`src/rtl/sdr_pkg.sv`:
```
package sdr_pkg;
  typedef enum logic [2:0] {
    RCW_LMR  = 3'b000,
    RCW_REF  = 3'b001,
    RCW_PRE  = 3'b010,
    RCW_ACT  = 3'b011,
    RCW_WR   = 3'b100,
    RCW_RD   = 3'b101,
    RCW_IDLE = 3'b111
  } rcw_e;

  typedef struct packed {
    logic cs_n;
    rcw_e rcw;
  } cmd_t;

  typedef enum logic [3:0] {
    S_PWR, S_PRE, S_REF1, S_REF2, S_MRS, S_IDLE, S_RCD, S_RDW, S_REC
  } st_e;

  localparam cmd_t CMD_DESEL = '{cs_n: 1'b1, rcw: RCW_IDLE};

  function automatic int dmax(input int x, input int y);
    return (x > y) ? x : y;
  endfunction
endpackage

```
`src/rtl/sdr_addr_map.sv`:
```
module sdr_addr_map #(
  parameter int COL_W  = 8,
  parameter int ROW_W  = 12,
  parameter int BANK_W = 2,
  localparam int ADDR_W = COL_W + ROW_W + BANK_W
) (
  input  logic [ADDR_W-1:0] addr,
  output logic [COL_W-1:0]  col,
  output logic [ROW_W-1:0]  row,
  output logic [BANK_W-1:0] bank
);
  assign col  = addr[COL_W-1:0];
  assign row  = addr[COL_W+ROW_W-1:COL_W];
  assign bank = addr[ADDR_W-1:COL_W+ROW_W];
endmodule

```
`src/rtl/sdr_wait_cnt.sv`:
```
module sdr_wait_cnt #(
  parameter int W       = 8,
  parameter int RST_VAL = 10
) (
  input  logic         clk,
  input  logic         rst,
  input  logic         load,
  input  logic [W-1:0] load_val,
  output logic         zero
);
  logic [W-1:0] cnt;

  always_ff @(posedge clk) begin
    if (rst)          cnt <= W'(RST_VAL);
    else if (load)    cnt <= load_val;
    else if (!zero)   cnt <= cnt - 1'b1;
  end

  assign zero = (cnt == '0);
endmodule

```
`src/rtl/sdr_cmd_reg.sv`:
```
module sdr_cmd_reg
  import sdr_pkg::*;
#(
  parameter int ROW_W  = 12,
  parameter int BANK_W = 2,
  parameter int DATA_W = 16,
  localparam int BE_W  = DATA_W / 8
) (
  input  logic              clk,
  input  logic              rst,
  input  cmd_t              nxt_cmd,
  input  logic [BANK_W-1:0] nxt_ba,
  input  logic [ROW_W-1:0]  nxt_a,
  input  logic [BE_W-1:0]   nxt_dqm,
  input  logic [DATA_W-1:0] nxt_dout,
  input  logic              nxt_oe,
  output logic              cs_n,
  output logic              ras_n,
  output logic              cas_n,
  output logic              we_n,
  output logic [BANK_W-1:0] ba,
  output logic [ROW_W-1:0]  a,
  output logic [BE_W-1:0]   dqm,
  output logic              cke,
  output logic [DATA_W-1:0] dq_out,
  output logic              dq_oe
);
  always_ff @(posedge clk) begin
    if (rst) begin
      cs_n   <= 1'b1;
      {ras_n, cas_n, we_n} <= 3'b111;
      ba     <= '0;
      a      <= '0;
      dqm    <= '1;
      cke    <= 1'b0;
      dq_out <= '0;
      dq_oe  <= 1'b0;
    end else begin
      cs_n   <= nxt_cmd.cs_n;
      {ras_n, cas_n, we_n} <= nxt_cmd.rcw;
      ba     <= nxt_ba;
      a      <= nxt_a;
      dqm    <= nxt_dqm;
      cke    <= 1'b1;
      dq_out <= nxt_dout;
      dq_oe  <= nxt_oe;
    end
  end
endmodule

```
`src/rtl/sdr_seq.sv`:
```
module sdr_seq
  import sdr_pkg::*;
#(
  parameter int COL_W     = 8,
  parameter int ROW_W     = 12,
  parameter int BANK_W    = 2,
  parameter int DATA_W    = 16,
  parameter int AP_BIT    = 10,
  parameter int INIT_WAIT = 2000,
  parameter int T_RP      = 2,
  parameter int T_RFC     = 7,
  parameter int T_MRD     = 2,
  parameter int T_RCD     = 2,
  parameter int CAS_LAT   = 2,
  parameter int T_WRP     = 3,
  parameter logic [ROW_W-1:0] MODE_OP = 12'h020,
  localparam int ADDR_W = COL_W + ROW_W + BANK_W,
  localparam int BE_W   = DATA_W / 8
) (
  input  logic              clk,
  input  logic              rst,
  input  logic              req_valid,
  output logic              req_ready,
  input  logic              req_we,
  input  logic [ADDR_W-1:0] req_addr,
  input  logic [DATA_W-1:0] req_wdata,
  input  logic [BE_W-1:0]   req_be,
  output logic              rsp_valid,
  output logic [DATA_W-1:0] rsp_rdata,
  output logic              cs_n,
  output logic              ras_n,
  output logic              cas_n,
  output logic              we_n,
  output logic [BANK_W-1:0] ba,
  output logic [ROW_W-1:0]  a,
  output logic [BE_W-1:0]   dqm,
  output logic              cke,
  output logic [DATA_W-1:0] dq_out,
  output logic              dq_oe,
  input  logic [DATA_W-1:0] dq_in
);
  localparam int MAXD = dmax(dmax(dmax(INIT_WAIT, T_RFC), dmax(T_RP, T_MRD)),
                             dmax(dmax(T_RCD, CAS_LAT), T_WRP));
  localparam int CNT_W = $clog2(MAXD + 1) + 1;

  st_e               state, nxt_state;
  logic              ld, zero, accept, capture;
  logic [CNT_W-1:0]  ld_val;
  cmd_t              nc;
  logic [BANK_W-1:0] nba;
  logic [ROW_W-1:0]  na;
  logic [BE_W-1:0]   ndqm;
  logic [DATA_W-1:0] ndout;
  logic              noe;

  logic [COL_W-1:0]  m_col;
  logic [ROW_W-1:0]  m_row;
  logic [BANK_W-1:0] m_bank;
  logic [COL_W-1:0]  l_col;
  logic [BANK_W-1:0] l_bank;
  logic              l_we;
  logic [DATA_W-1:0] l_wd;
  logic [BE_W-1:0]   l_be;

  sdr_addr_map #(.COL_W(COL_W), .ROW_W(ROW_W), .BANK_W(BANK_W)) u_map (
    .addr(req_addr), .col(m_col), .row(m_row), .bank(m_bank)
  );

  sdr_wait_cnt #(.W(CNT_W), .RST_VAL(INIT_WAIT)) u_cnt (
    .clk(clk), .rst(rst), .load(ld), .load_val(ld_val), .zero(zero)
  );

  assign req_ready = (state == S_IDLE);

  always_comb begin
    nxt_state = state;
    ld = 1'b0;  ld_val = '0;
    nc = CMD_DESEL;  nba = '0;  na = '0;  ndqm = '0;  ndout = '0;  noe = 1'b0;
    accept = 1'b0;  capture = 1'b0;
    case (state)
      S_PWR: if (zero) begin
        nc = '{cs_n: 1'b0, rcw: RCW_PRE};  na[AP_BIT] = 1'b1;
        nxt_state = S_PRE;  ld = 1'b1;  ld_val = CNT_W'(T_RP - 1);
      end
      S_PRE: if (zero) begin
        nc = '{cs_n: 1'b0, rcw: RCW_REF};
        nxt_state = S_REF1;  ld = 1'b1;  ld_val = CNT_W'(T_RFC - 1);
      end
      S_REF1: if (zero) begin
        nc = '{cs_n: 1'b0, rcw: RCW_REF};
        nxt_state = S_REF2;  ld = 1'b1;  ld_val = CNT_W'(T_RFC - 1);
      end
      S_REF2: if (zero) begin
        nc = '{cs_n: 1'b0, rcw: RCW_LMR};  na = MODE_OP;
        nxt_state = S_MRS;  ld = 1'b1;  ld_val = CNT_W'(T_MRD - 1);
      end
      S_MRS: if (zero) nxt_state = S_IDLE;
      S_IDLE: if (req_valid) begin
        accept = 1'b1;
        nc = '{cs_n: 1'b0, rcw: RCW_ACT};  na = m_row;  nba = m_bank;
        nxt_state = S_RCD;  ld = 1'b1;  ld_val = CNT_W'(T_RCD - 1);
      end
      S_RCD: if (zero) begin
        na = ROW_W'(l_col);  na[AP_BIT] = 1'b1;  nba = l_bank;  ld = 1'b1;
        if (l_we) begin
          nc = '{cs_n: 1'b0, rcw: RCW_WR};
          ndout = l_wd;  noe = 1'b1;  ndqm = ~l_be;
          nxt_state = S_REC;  ld_val = CNT_W'(T_WRP - 1);
        end else begin
          nc = '{cs_n: 1'b0, rcw: RCW_RD};
          nxt_state = S_RDW;  ld_val = CNT_W'(CAS_LAT);
        end
      end
      S_RDW: if (zero) begin
        capture = 1'b1;
        nxt_state = S_REC;  ld = 1'b1;  ld_val = CNT_W'(T_RP - 1);
      end
      S_REC: if (zero) nxt_state = S_IDLE;
      default: nxt_state = S_PWR;
    endcase
  end

  always_ff @(posedge clk) begin
    if (rst) begin
      state     <= S_PWR;
      rsp_valid <= 1'b0;
      rsp_rdata <= '0;
      l_col <= '0;  l_bank <= '0;  l_we <= 1'b0;  l_wd <= '0;  l_be <= '0;
    end else begin
      state     <= nxt_state;
      rsp_valid <= capture;
      if (capture) rsp_rdata <= dq_in;
      if (accept) begin
        l_col <= m_col;  l_bank <= m_bank;  l_we <= req_we;
        l_wd  <= req_wdata;  l_be <= req_be;
      end
    end
  end

  sdr_cmd_reg #(.ROW_W(ROW_W), .BANK_W(BANK_W), .DATA_W(DATA_W)) u_out (
    .clk(clk), .rst(rst), .nxt_cmd(nc), .nxt_ba(nba), .nxt_a(na), .nxt_dqm(ndqm),
    .nxt_dout(ndout), .nxt_oe(noe), .cs_n(cs_n), .ras_n(ras_n), .cas_n(cas_n),
    .we_n(we_n), .ba(ba), .a(a), .dqm(dqm), .cke(cke), .dq_out(dq_out), .dq_oe(dq_oe)
  );
endmodule

```
`config.mk`:
```
export PLATFORM = sky130hd
export DESIGN_NAME = sdr_seq
export DESIGN_NICKNAME = d
export VERILOG_FILES = /design/src/rtl/sdr_pkg.sv /design/src/rtl/sdr_addr_map.sv /design/src/rtl/sdr_wait_cnt.sv /design/src/rtl/sdr_cmd_reg.sv /design/src/rtl/sdr_seq.sv
export SDC_FILE = /design/constraint.sdc
export NUM_CORES = 1
export LEC_CHECK = 0
export ABC_AREA = 1
export BUFFER_PORTS_ARGS = -buffer_cell sky130_fd_sc_hd__buf_2
export CAP_MARGIN = 20
export CORE_ASPECT_RATIO = 0.5
export CORE_UTILIZATION = 36
export CTS_BUF_LIST = sky130_fd_sc_hd__clkbuf_4
export DETAILED_ROUTE_END_ITERATION = 8
export PLACE_DENSITY = 0.62
export RECOVER_POWER = 25
export SLEW_MARGIN = 20
export SYNTH_ARGS = -nofsm -noshare
export SYNTH_HDL_FRONTEND = slang
export SYNTH_SLANG_ARGS = --single-unit
```
`constraint.sdc`:
```
create_clock -name clk -period 2.8 [get_ports clk]
set_input_delay 0.28 -clock clk [delete_from_list [all_inputs] [get_ports clk]]
set_output_delay 0.28 -clock clk [all_outputs]
set_load 0.02 [all_outputs]
```
# After elaboration in Yosys (flattened, before gate mapping)
# Cells that the tools add are included.
[totals]
output_inout_bits = 56
word_cells = 93
input_bits = 60
regBits = 100
[op_classes]
add_sub_neg = 1
bitwise = 4
muxes = 43
eq_ne = 17
n_reduce_logical = 9
[op_table]
columns = ["operator", "count"]
rows = [
  ["4-bit 2-to-1 mux", 14],
  ["12-bit 2-to-1 mux", 3],
  ["4-bit case mux with 8 select lines", 1],
  ["10-bit case mux with 3 select lines", 1],
  ["4-bit case mux with 5 select lines", 1],
  ["4-bit by 3-bit equality test with 1-bit output (second input constant)", 4],
  ["2-bit by 1-bit inequality test with 1-bit output (second input constant)", 7],
  ["12-bit zero test", 1],
  ["2-bit 2-to-1 mux", 6],
  ["3-bit case mux with 4 select lines", 1],
  ["12-bit by 1-bit subtractor with 12-bit output (second input constant)", 1],
  ["11-bit 2-to-1 mux", 1],
  ["1-bit 2-to-1 mux", 9],
  ["4-bit by 2-bit equality test with 1-bit output (second input constant)", 2],
  ["8-bit AND reduction", 1],
  ["6-bit 2-to-1 mux", 1],
  ["3-bit OR reduction", 2],
  ["6-bit OR reduction", 1],
  ["4-bit by 1-bit equality test with 1-bit output (second input constant)", 1],
  ["4-bit equality test (second input constant)", 1],
  ["4-bit zero test", 1],
  ["2-bit inequality test (second input constant)", 2],
  ["1-bit case mux with 4 select lines", 1],
  ["2-bit case mux with 2 select lines", 1],
  ["other kinds (7)", 10],
]

# Depth between registers and ports, before layout
# Gate-level depths: netlist (run 1).
[depth]
depth_word = 4
depth_mapped = 11
depth_no_buf = 11

# Cells and area by module
# Synthesis (run 1) repeated with hierarchy kept, for this count alone.
[hier_totals]
hier_cells = 576
hier_area_um2 = 4301.6
[by_module_without_submodules]
columns = ["module", "cells_each", "area_per_inst_um2", "seq_area_each_um2", "n_inst"]
rows = [
  ["sdr_seq", 325, 2322.2, 1001.0, 1],
  ["sdr_cmd_reg", 116, 1064.8, 760.7, 1],
  ["sdr_wait_cnt", 113, 749.5, 240.2, 1],
  ["sdr_addr_map", 22, 165.2, 0.0, 1],
]

# Worst setup path after synthesis (run 1)
# No wires, ideal clock.
[synth_path]
path_type = "register -> register"
start = "reg u_cnt.cnt[0]"
end = "reg rsp_rdata[1]"
path_stages_with_launch = 11
setup_ns = 0.132
n_path_buf = 1
period_less_slack_ns = 1.521
t_required_ns = 2.668
arrival_ns = 1.389
path_slack_ns = 1.279
path_cell_list = "dfxtp_1 > inv_1 > ha_1 > nand2_1 > nor2_4 > nand2_4 > inv_4 > nand2_2 > buf_2 > nand2_1 > a21oi_1"
[synth_via]
elab_chain_len = 3
[synth_lines]
columns = ["item", "line", "source"]
rows = [
  ["from (decl)", "sdr_wait_cnt.sv:11", "logic [W-1:0] cnt;"],
  ["from (signal assigned)", "sdr_wait_cnt.sv:14", "if (rst) cnt <= W'(RST_VAL);"],
  ["from (signal assigned)", "sdr_wait_cnt.sv:15", "else if (load) cnt <= load_val;"],
  ["from (signal assigned)", "sdr_wait_cnt.sv:16", "else if (!zero) cnt <= cnt - 1'b1;"],
  ["12-bit zero test", "sdr_wait_cnt.sv:19", "assign zero = (cnt == '0);"],
  ["1-bit 2-to-1 mux", "sdr_seq.sv:114", "S_RDW: if (zero) begin"],
  ["1-bit 2-to-1 mux", "sdr_seq.sv:80", "case (state)"],
  ["to (signal assigned)", "sdr_seq.sv:132", "if (capture) rsp_rdata <= dq_in;"],
  ["to (decl)", "sdr_seq.sv:29", "output logic [DATA_W-1:0] rsp_rdata,"],
]
# No other way between the ends.
# A chain may end at the register's enable or synchronous reset.

# Worst setup path after layout (run 1)
[layout_path]
start = "reg u_cnt.cnt[0]"
end = "reg u_out.dqm[1]"
[layout_via]
elab_chain_len = 3
[layout_lines]
columns = ["item", "line", "source"]
rows = [
  ["12-bit zero test", "sdr_wait_cnt.sv:19", ""],
  ["2-bit 2-to-1 mux", "sdr_seq.sv:103", "S_RCD: if (zero) begin"],
  ["2-bit 2-to-1 mux", "sdr_seq.sv:80", ""],
  ["to (signal assigned)", "sdr_cmd_reg.sv:43", "dqm <= nxt_dqm;"],
  ["to (decl)", "sdr_cmd_reg.sv:23", "output logic [BE_W-1:0] dqm,"],
]
# No other way between the ends.

==> results of run 1 <==
registers in the layout, indices dropped and copies added (netlist names):
register,count
l_wd,16
rsp_rdata,16
u_out.dq_out,16
u_cnt.cnt,12
u_out.a,12
l_col,8
state,4
l_bank,2
l_be,2
u_out.ba,2
u_out.dqm,2
l_we,1
rsp_valid,1
u_out.cas_n,1
u_out.cke,1
u_out.cs_n,1
u_out.dq_oe,1
u_out.ras_n,1
u_out.we_n,1
path summary, 6_finish.rpt:
check	startpoint	to	slack (ns)	depth (start not counted)
setup / recovery	u_cnt.cnt[0]	u_out.dqm[1]	0.70	8
hold / removal	req_addr[1]	l_col[1]	0.04	3
setup reg to reg	u_cnt.cnt[0]	u_out.dqm[1]	0.70	8
hold reg to reg	l_wd[5]	u_out.dq_out[5]	0.44	2
worst max-delay path: stages, from the launching register on:
cell and delay (ns):
dfxtp_1 0.35, inv_1 0.08, ha_1 0.21, nand2_1 0.14, nor2_4 0.18, nand2_4 0.16
inv_4 0.27, nand4_4 0.36, o21ai_0 0.29
stage by stage:
stage	hold WS [ns]	util	cell area [um^2]
floorplan	0.407	-	3810
global placement	0.425	0.436	4470
detailed placement	0.425	0.436	4470
CTS	0.0144	0.449	4600
global route	0.00163	0.447	4580
finish	0.0400	0.447	4580
power breakdown:
| group | switching, mW | total [mW] | leakage, nW | internal [mW] |
|---|---|---|---|---|
| logic | 0.380 | 0.588 | 1.02 | 0.207 |
| clock network | 0.480 | 0.748 | 0.0752 | 0.269 |
| registers | 0.0669 | 1.58 | 0.810 | 1.51 |
| total | 0.927 | 2.91 | 1.90 | 1.99 |
kinds of logic after synthesis:
kind of cell               synth area share
adders and majority gates           0.00329
buffers and inverters                0.0684
xor gates and xnor gates             0.0161
and+or+nand+nor                       0.261
AOI/OAI and AO/OA                     0.125
DFF                                   0.526
cell type report:
class                           instances  area [um^2]
Fill cell                            1071         5670
Sequential cell                       100         2000
Multi-Input combinational cell        320         1540
Timing Repair Buffer                  119          559
Tap cell                              140          175
Inverter                               41          156
Clock buffer                            9         67.6
Clock inverter                          7         65.1
Antenna cell                            3         7.51
placed cells by master, fill, tap and decap left out, types with 3 or more instances in the layout:
| master | instances |
|---|---|
| clkbuf_4 | 9 |
| nand3_1 | 32 |
| nor2_1 | 41 |
| o21ai_0 | 28 |
| nand3b_1 | 3 |
| clkbuf_1 | 39 |
| nor3b_1 | 3 |
| dfxtp_1 | 100 |
| buf_2 | 77 |
| inv_2 | 7 |
| nor2_2 | 12 |
| inv_1 | 32 |
| nand2_1 | 112 |
| a21oi_1 | 65 |
| diode_2 | 3 |
| nor2_4 | 3 |
| xor2_1 | 6 |
| clkinv_1 | 3 |
| nand4_1 | 3 |
cells in the mapped netlist (all sizes together), types with 3 or more instances:
| cell | instances | share of area |
|---|---|---|
| dfxtp | 100 | 0.53 |
| clkbuf | 12 | 0.012 |
| nand3 | 32 | 0.042 |
| inv | 40 | 0.040 |
| nor3b | 3 | 0.0059 |
| nand4 | 4 | 0.011 |
| a21oi | 65 | 0.085 |
| xor2 | 6 | 0.014 |
| nand3b | 3 | 0.0059 |
| buf | 9 | 0.015 |
| nand2 | 116 | 0.12 |
| nor2 | 57 | 0.074 |
| o21ai | 30 | 0.039 |
layer usage:
metal | vias up | wire length (um)
met5 | - | 0
met2 | 109 | 3890
met1 | 1484 | 4200
met4 | 0 | 39
li1 | 1776 | -
met3 | 6 | 597
==> impl_results.md, run 1 <==
- Lkg Pwr: 1.90 nW
- Max-capacitance violation count: 0
- Status: completed
- RSZ-0062 raised after global routing: no
- Most used DFF post-synth: dfxtp_1
- Initial antenna violation count: 1
- Die ar.: 11000 um^2
- Post-CTS Setup Repair Bufs: 0
- Final worst setup slack: 0.701 ns
- Synth Register Bits: 100
- Crit. End Element: register
- Number of global-route vias before repair: 2906
- Port-buffer cells: 115
- Critical Path Source Type: register
- Placeable Area: 10200 um^2
- Max FO, Critical Path: 25
- Share of layout cells above drive strength 1: 0.203
- Cell area power density: 637 nW/um^2
- Met2 GRT Util: 0.262
- 1st-iter DRT viols: 202
- ANT nets after route: 0
- Met1 Use GR: 0.201
- TritonRoute pass-1 iters: 4
- Cts bufs inserted: 9
- # DRC: 0
- Clk sinks: 100
- Row cnt: 26
- Deepest clock path buffer count: 2
- H-tree levels: 3
- Pre-CTS WS: 0.723 ns
- Routed length per placed instance: 11.8 um
- Met3 usage: 0.0588
- Fin crit period: 2.10 ns
- Nets@finish: 652
- Worst Hold Class: in -> reg
- DR vias: 3375
- Sequential-to-total area share from yosys stat: 0.526
- Ys async rst share: 0
- Setup TNS: 0 ns
- Post-synthesis cell count: 482
- Placed cells: 718
- CTS root buffer: clkbuf_4
- Area grow syn2layout: 20.2%
- I/O pins: 116
- # setup viols final: 0
- WP data arrival: 2.48 ns
- Setup CP Type: reg -> reg
- VDD IR-drop max: 0.222 mV
- TritonCTS clock tree: done
- Actual transition at the worst max-transition pin: 0.901 ns
- First-pass GRT wire length: 13700 um
- Count of flip-flops with a built-in enable after synthesis: 0
- Chip height: 74.7 um
- Total Power: 2.91 mW
- Setup Skew: 0.00934 ns
- Syn avg cell area: 7.90 um^2
- Achievable frequency: 0.476 GHz
- Synthesized area: 3810 um^2
- GPL Wtd Cong: 0.811
- Synthesis Warnings: 0
- Largest net degree at the start of global routing: 56
- Congestion Overflow GR: 0
- Reg clk slew, reported paths: 0.15 ns
- GR peak layer: met2
- Net Count, Synth: 543
- Required time worst endpoint: 3.18 ns
- Final wirelength: 8720 um
- Initial Utilization: 0.371
- Die X: 147 um
- Slew headroom: 0.399
- Final hold vios: 0
- Netlist cell types: 29
- CTS-repair resized insts: 0
- Vias per cell: 4.57
- Hpwl dp: 5940 um
- Final Slew Violations: 0
- Worst-Skew Late Latency: 0.46 ns
- Cell Count, Final, Fillers Out: 739
- Total GRT Usage: 0.160
- Period utilization: 0.750
- Hold Buf Count CTS: 0
Note: power is estimated with default switching activity, not from simulation.
==> inputs of run 2 (changes only) <==
--- a/config.mk
+++ b/config.mk
@@ -5,7 +5,7 @@
 export SDC_FILE = /design/constraint.sdc
 export NUM_CORES = 1
 export LEC_CHECK = 0
-export ABC_AREA = 1
+export ABC_AREA = 0
 export BUFFER_PORTS_ARGS = -buffer_cell sky130_fd_sc_hd__buf_2
 export CAP_MARGIN = 20
 export CORE_ASPECT_RATIO = 0.5
==> constraint.sdc (replaced) <==
create_clock -name clk -period 1.98 [get_ports clk]
set_input_delay 0.198 -clock clk [delete_from_list [all_inputs] [get_ports clk]]
set_output_delay 0.198 -clock clk [all_outputs]
set_load 0.02 [all_outputs]
==> run 2 against run 1 <==
  * Critical path depth decreased by 1
  * Via count grew 14%
  * Die area rose by 5.5%
  * Global-route usage grew 3.1 points
  * First-iteration DRC count rose by 26%
  * Register-to-register slack worse by 0.55 ns
  * Clock power rose by 36%
  * Worst hold slack better by 0.063 ns
  * Largest cell class unchanged
  * Largest power group unchanged
==> impl_results.md, run 2 <==
- Synthesized area: 4020 um^2 (+5.6%)
- Most common cell after layout, fill and taps aside: dfxtp_1
- First-pass GRT wire length: 17500 um (+28%)
- Synth cell count leaders: dfxtp_1, nand2_1, a21oi_1
- Period utilization: 0.924 (+0.175)
- Die ar.: 11600 um^2 (+5.5%)
- Hpwl dp: 7130 um (+20%)
- Final worst setup slack: 0.150 ns (-0.551 ns)
- Slowest cell on crit path: dfxtp_1
- Ys async rst share: 0 (unchanged)
- Reg clk slew, reported paths: 0.16 ns (about the same)
- Status: completed
- Largest net degree at the start of global routing: 45 (-20%)
- Count of flip-flops with a built-in enable after synthesis: 0 (unchanged)
- I/O pins: 116 (unchanged)
- Most used DFF post-synth: dfxtp_1
- CP cell instances: inv_1, ha_1, nor3b_4, nand4_4, buf_6, o31ai_1, a21oi_1
- # setup viols final: 0 (unchanged)
- Max-capacitance violation count: 0 (unchanged)
- Most numerous cell in the Yosys netlist: dfxtp_1
- H-tree levels: 3 (unchanged)
- Final hold vios: 0 (unchanged)
- Initial antenna violation count: 0 (-1)
- Post-synth top area share: 0.498 (-0.0278)
- Chip height: 76.7 um (+2.7%)
- Sequential-to-total area share from yosys stat: 0.498 (-0.0278)
- DR vias: 3831 (+14%)
- Largest stage delay on the critical path: 0.34 ns (-0.02 ns)
- Initial Utilization: 0.381 (+0.00986)
- Setup Skew: 0.0214 ns (+0.0121 ns)
- Nets@finish: 681 (+4.4%)
- WP data arrival: 2.16 ns (-0.32 ns)
- Port-buffer cells: 115 (unchanged)
- Congestion Overflow GR: 0 (unchanged)
- GPL Wtd Cong: 0.792 (-2.3%)
- VDD IR-drop max: 0.268 mV (+21%)
- Area grow syn2layout: 34.8%
- Slew headroom: 0.599 (+0.200)
- Share of layout cells above drive strength 1: 0.211 (+0.00818)
- TritonCTS clock tree: done
- Crit. End Element: register
- Final Slew Violations: 0 (unchanged)
- Clk sinks: 100 (unchanged)
- Pre-CTS WS: 0.0381 ns (-0.685 ns)
- Worst Hold Class: in -> reg
- Vias per cell: 5.01 (+9.7%)
- Placeable Area: 10500 um^2 (+2.9%)
- Worst-Skew Late Latency: 0.46 ns (about the same)
- WP buf/inv: 2 (unchanged)
- Die X: 151 um (+2.7%)
- Total GRT Usage: 0.191 (+0.0310)
- Number of global-route vias before repair: 3507 (+21%)
- Net Count, Synth: 511 (-5.9%)
- Top Registers: l_wd (16), rsp_rdata (16), u_out.dq_out (16)
- Routed length per placed instance: 14.4 um (+22%)
- Netlist cell types: 49 (+69%)
- TritonRoute pass-1 iters: 5 (+1)
- Setup TNS: 0 ns (unchanged)
- Antenna diode count: 0 (-3)
- 1st-iter DRT viols: 254 (+26%)
- Cts bufs inserted: 9 (unchanged)
- Lkg Pwr: 2.07 nW (+8.9%)
- Cell area power density: 625 nW/um^2 (-1.8%)
- ANT nets after route: 0 (unchanged)
- Max FO, Critical Path: 24 (-4.0%)
- # DRC: 0 (unchanged)
- Most frequent cells in the layout: dfxtp_1, nand2_1, buf_2
- Fin crit period: 1.83 ns (-0.269 ns)
- Row cnt: 26 (unchanged)
- Setup CP Type: reg -> reg
- Post-synthesis cell count: 450 (-6.6%)
- Synth area leader: dfxtp_1
- Final wirelength: 11000 um (+26%)
- Synth top area cells: dfxtp_1, a21oi_1, nand2_1
- Deepest clock path buffer count: 2 (unchanged)
- CTS root buffer: clkbuf_4
- Achievable frequency: 0.546 GHz (+15%)
- Critical Path Source Type: register
- Syn avg cell area: 8.93 um^2 (+13%)
- Synthesis Warnings: 0 (unchanged)
- Actual transition at the worst max-transition pin: 0.601 ns (-0.301 ns)
- Synth Register Bits: 100 (unchanged)
- Required time worst endpoint: 2.31 ns (-0.87 ns)
- RSZ-0062 raised after global routing: no
- CP delay by family, top: simple AND/OR/NAND/NOR gates
==> run 2: cell types whose count changed after synthesis, moves of 15 or more <==
cell	change
nand3_1	-27
inv_1	-26
o21ai_0	-15
nor2_1	-32
nand4_1	+25
o31ai_1	+19
and2_1	+19
nand2_1	-33
==> run 2: tightest hold or removal path: stages <==
cell     delay, ns
buf_2         0.11
a32oi_1       0.15
nor4_1        0.08
==> run 2: cells by family (layout without fill, tap and decap cells) <==
group,count (synthesis),after routing,synth area share
DFF,100,100,0.498
and+or+nand+nor,176,176,0.236
AOI/OAI and AO/OA,117,117,0.177
buffers and inverters,45,220,0.0591
adders and majority gates,1,1,0.00311
xor gates and xnor gates,3,3,0.00654
muxes,8,8,0.0199
==> run 2: final cells by class <==
cell class | instances | area (um^2)
clock inverters | 7 | 62.6
well taps | 140 | 175
repair buffers | 198 | 1310
multi-input cells | 305 | 1780
fillers | 1015 | 5120
clock buffers | 9 | 67.6
inverters | 6 | 22.5
flip-flops and latches | 100 | 2000
==> run 2: power by group <==
part           switching [mW]  total (mW)  internal [mW]
clock                   0.736        1.02          0.281
combinational           0.121       0.307          0.186
sequential             0.0293        2.07           2.04
total                   0.886        3.39           2.50
==> run 2: per-stage QoR <==
stage               cells  hold WS (ns)  cell area [um^2]   util  power (mW)
floorplan             450         0.334              4020      -        2.21
global placement      690         0.422              4750  0.450        2.31
detailed placement    690         0.433              4750  0.450        2.31
CTS                   762        0.0352              5440  0.516        3.41
global route          765        0.0817              5420  0.514        3.54
finish                765         0.103              5420  0.514        3.39
==> run 2: final timing paths <==
| check | depth (start not counted) | slack, ns | start | endpoint |
|---|---|---|---|---|
| worst max register to register | 7 | 0.15 | u_cnt.cnt[0] | rsp_rdata[8] |
| worst min register to register | 2 | 0.46 | l_wd[14] | l_wd[14] |
| worst min-delay path | 3 | 0.10 | req_addr[18] | u_out.a[10] |
| worst max-delay path | 7 | 0.15 | u_cnt.cnt[0] | rsp_rdata[8] |
==> run 2: repair_timing <==
action	4_1_cts	5_1_grt
setup endpoints to repair	0	32
hold endpoints to repair	58	0
resized for setup	0	3
hold buffers	56	0
setup buffers	0	3
==> run 2: routing by layer <==
layer | global-route usage | vias up | share of wire
met1 | 0.256 | 1752 | 0.48
met2 | 0.303 | 126 | 0.46
met3 | 0.0423 | 12 | 0.054
met4 | 0.0640 | 0 | 0.011
met5 | 0 | - | 0
li1 | - | 1941 | -
==> inputs of run 3 (changes only) <==
--- a/config.mk
+++ b/config.mk
@@ -9,6 +9,7 @@
 export BUFFER_PORTS_ARGS = -buffer_cell sky130_fd_sc_hd__buf_2
 export CAP_MARGIN = 20
 export CORE_ASPECT_RATIO = 0.5
+export CORE_MARGIN = 3
 export CORE_UTILIZATION = 36
 export CTS_BUF_LIST = sky130_fd_sc_hd__clkbuf_4
 export DETAILED_ROUTE_END_ITERATION = 8
==> run 3 against run 2 <==
  * Cell count rose by 0.39%
  * Non-clock buffer count rose by 2
  * Critical endpoint is now u_cnt.cnt[0]
  * Clock power barely moved
  * Register-to-register slack got worse by 0.04 ns
  * Sequential share of layout area fell by 0.18 points
  * Sequential power barely moved
  * Global-route usage fell by 1.2 points
  * Worst hold slack improved by 0.0014 ns
  * Total power fell by 1.3%
==> impl_results.md, run 3 (same netlist as run 2, synthesis figures left out) <==
- Worst-Skew Late Latency: 0.46 ns (about the same)
- Deepest clock path buffer count: 2 (unchanged)
- RSZ-0062 raised after global routing: no
- Fin crit period: 1.87 ns (+0.0359 ns)
- Max FO, Critical Path: 25 (+4.2%)
- Achievable frequency: 0.536 GHz (-1.9%)
- Fill cell count: 1011 (-0.39%)
- Setup TNS: 0 ns (unchanged)
- VDD IR-drop max: 0.254 mV (-5.2%)
- Setup Skew: 0.0146 ns (-0.00684 ns)
- Final worst setup slack: 0.114 ns (-0.0359 ns)
- Actual transition at the worst max-transition pin: 1.03 ns (+0.434 ns)
- Most frequent cells in the layout: dfxtp_1, nand2_1, buf_2
- GPL Wtd Cong: 0.802 (+1.3%)
- Status: completed
- Setup CP Type: reg -> reg
- Die X: 155 um (+2.6%)
- Most common cell after layout, fill and taps aside: dfxtp_1
- Lkg Pwr: 2.07 nW (+0.21%)
- WP data arrival: 2.23 ns (+0.07 ns)
- Row cnt: 26 (unchanged)
- Switching Share: 0.254 (-0.00699)
- Sequential power share: 0.617 (+0.007)
- TritonCTS clock tree: done
- Clock share of power: 0.296 (-0.004)
- Max-capacitance violation count: 0 (unchanged)
- Area grow syn2layout: 35.5%
- Seq. cell area: 2000 um^2 (unchanged)
- Footprint of the multi-input gates: 1780 um^2 (-0.14%)
- H-tree levels: 3 (unchanged)
- Congestion Overflow GR: 0 (unchanged)
- Total GRT Usage: 0.179 (-0.0122)
- I/O pins: 116 (unchanged)
- Chip height: 80.7 um (+5.2%)
- 1st-iter DRT viols: 328 (+29%)
- Cell area power density: 615 nW/um^2 (-1.8%)
- Slew headroom: 0.310 (-0.289)
- Largest net degree at the start of global routing: 33 (-27%)
- DR vias: 3933 (+2.7%)
- Initial Utilization: 0.381 (unchanged)
- Final hold vios: 0 (unchanged)
- Hpwl dp: 7380 um (+3.5%)
- Pre-CTS WS: 0.0919 ns (+0.0537 ns)
- Placeable Area: 10500 um^2 (unchanged)
- Reg clk slew, reported paths: 0.14 ns (-0.02 ns)
- Vias per cell: 5.12 (+2.3%)
- CTS root buffer: clkbuf_4
- Share of layout cells above drive strength 1: 0.212 (+0.000921)
- Routed length per placed instance: 14.5 um (+1.0%)
- Required time worst endpoint: 2.34 ns (+0.03 ns)
- Top Registers: l_wd (16), rsp_rdata (16), u_out.dq_out (16)
- Die ar.: 12500 um^2 (+8.0%)
- First-pass GRT wire length: 18400 um (+5.1%)
- Final wirelength: 11200 um (+1.4%)
- # DRC: 0 (unchanged)
- P_sw: 0.851 mW (-3.9%)
- Comb pwr share: 0.087 (-0.004)
- Period utilization: 0.942 (+0.0181)
- Power Internal: 2.49 mW (-0.34%)
- Initial antenna violation count: 1 (+1)
- TritonRoute pass-1 iters: 5 (unchanged)
- CTS-repair resized insts: 0 (unchanged)
- Critical Path Source Type: register
- Final Slew Violations: 0 (unchanged)
- # setup viols final: 0 (unchanged)
- Port-buffer cells: 115 (unchanged)
- Clk sinks: 100 (unchanged)
- Worst Hold Class: in -> reg
- Crit. End Element: register
- ANT nets after route: 0 (unchanged)
- Nets@finish: 683 (+0.29%)
- Number of global-route vias before repair: 3684 (+5.0%)
- Cts bufs inserted: 9 (unchanged)
## run 3: changes by cell type in the layout (fill, tap and decap cells not counted), sizes merged
cell,change
clkinv,-3
diode,+1
buf,+2
clkbuf,+1
inv,+1
clkinvlp,+1
## run 3: worst paths after layout
check	from	end	cells past startpoint	slack, ns
max	u_cnt.cnt[0]	u_cnt.cnt[0]	7	0.11
min	req_addr[18]	u_out.a[10]	3	0.10
min reg2reg	l_wd[4]	l_wd[4]	2	0.46
max reg2reg	u_cnt.cnt[0]	u_cnt.cnt[0]	7	0.11
## run 3: worst max-delay path, stage by stage, from the launching register on
cell,delay [ns]
dfxtp_1,0.34
inv_1,0.07
ha_1,0.20
nor3b_4,0.31
and4_1,0.31
buf_12,0.19
o211ai_1,0.11
a41o_1,0.24
## run 3: final cells by class
class | instances | share of cell area
diodes | 1 | 0.000460
clock buffers | 10 | 0.0138
clock inverters | 6 | 0.00827
repair buffers | 200 | 0.247
multi-input cells | 305 | 0.327
inverters | 6 | 0.00414
well taps | 140 | 0.0322
flip-flops and latches | 100 | 0.368
## run 3: what timing repair did
action,4_1_cts,5_1_grt
hold buffers,56,0
setup endpoints to repair,0,13
endpoints found under the hold margin,58,0
buffers inserted,0,2
## run 3: power by group through the flow
stage / clock network, mW / logic [mW] / registers (mW)
2_1_floorplan: 0 / 0.101 / 2.11
3_3_place_gp: 0 / 0.204 / 2.11
3_5_place_dp: 0 / 0.205 / 2.11
4_1_cts: 1.02 / 0.291 / 2.06
5_1_grt: 1.12 / 0.322 / 2.07
6_report: 0.990 / 0.292 / 2.06
## run 3: per-layer routing
layer | wire [um] | track usage | vias to the layer above
li1 | - | - | 1948
met1 | 5200 | 0.247 | 1836
met2 | 5090 | 0.279 | 139
met3 | 779 | 0.0463 | 10
met4 | 99 | 0.0480 | 0
met5 | 0 | 0 | -
## run 3: through the flow
stage                     instances  utilization  area (um^2)  hold slack, ns  total power [mW]
final                           768        0.517         5440           0.104              3.35
after global routing            768        0.517         5440          0.0987              3.51
after CTS                       765        0.519         5480          0.0811              3.37
after detailed placement        693        0.455         4790           0.437              2.31
after global placement          693        0.455         4790           0.422              2.31
after floorplan                 450            -         4020           0.334              2.21
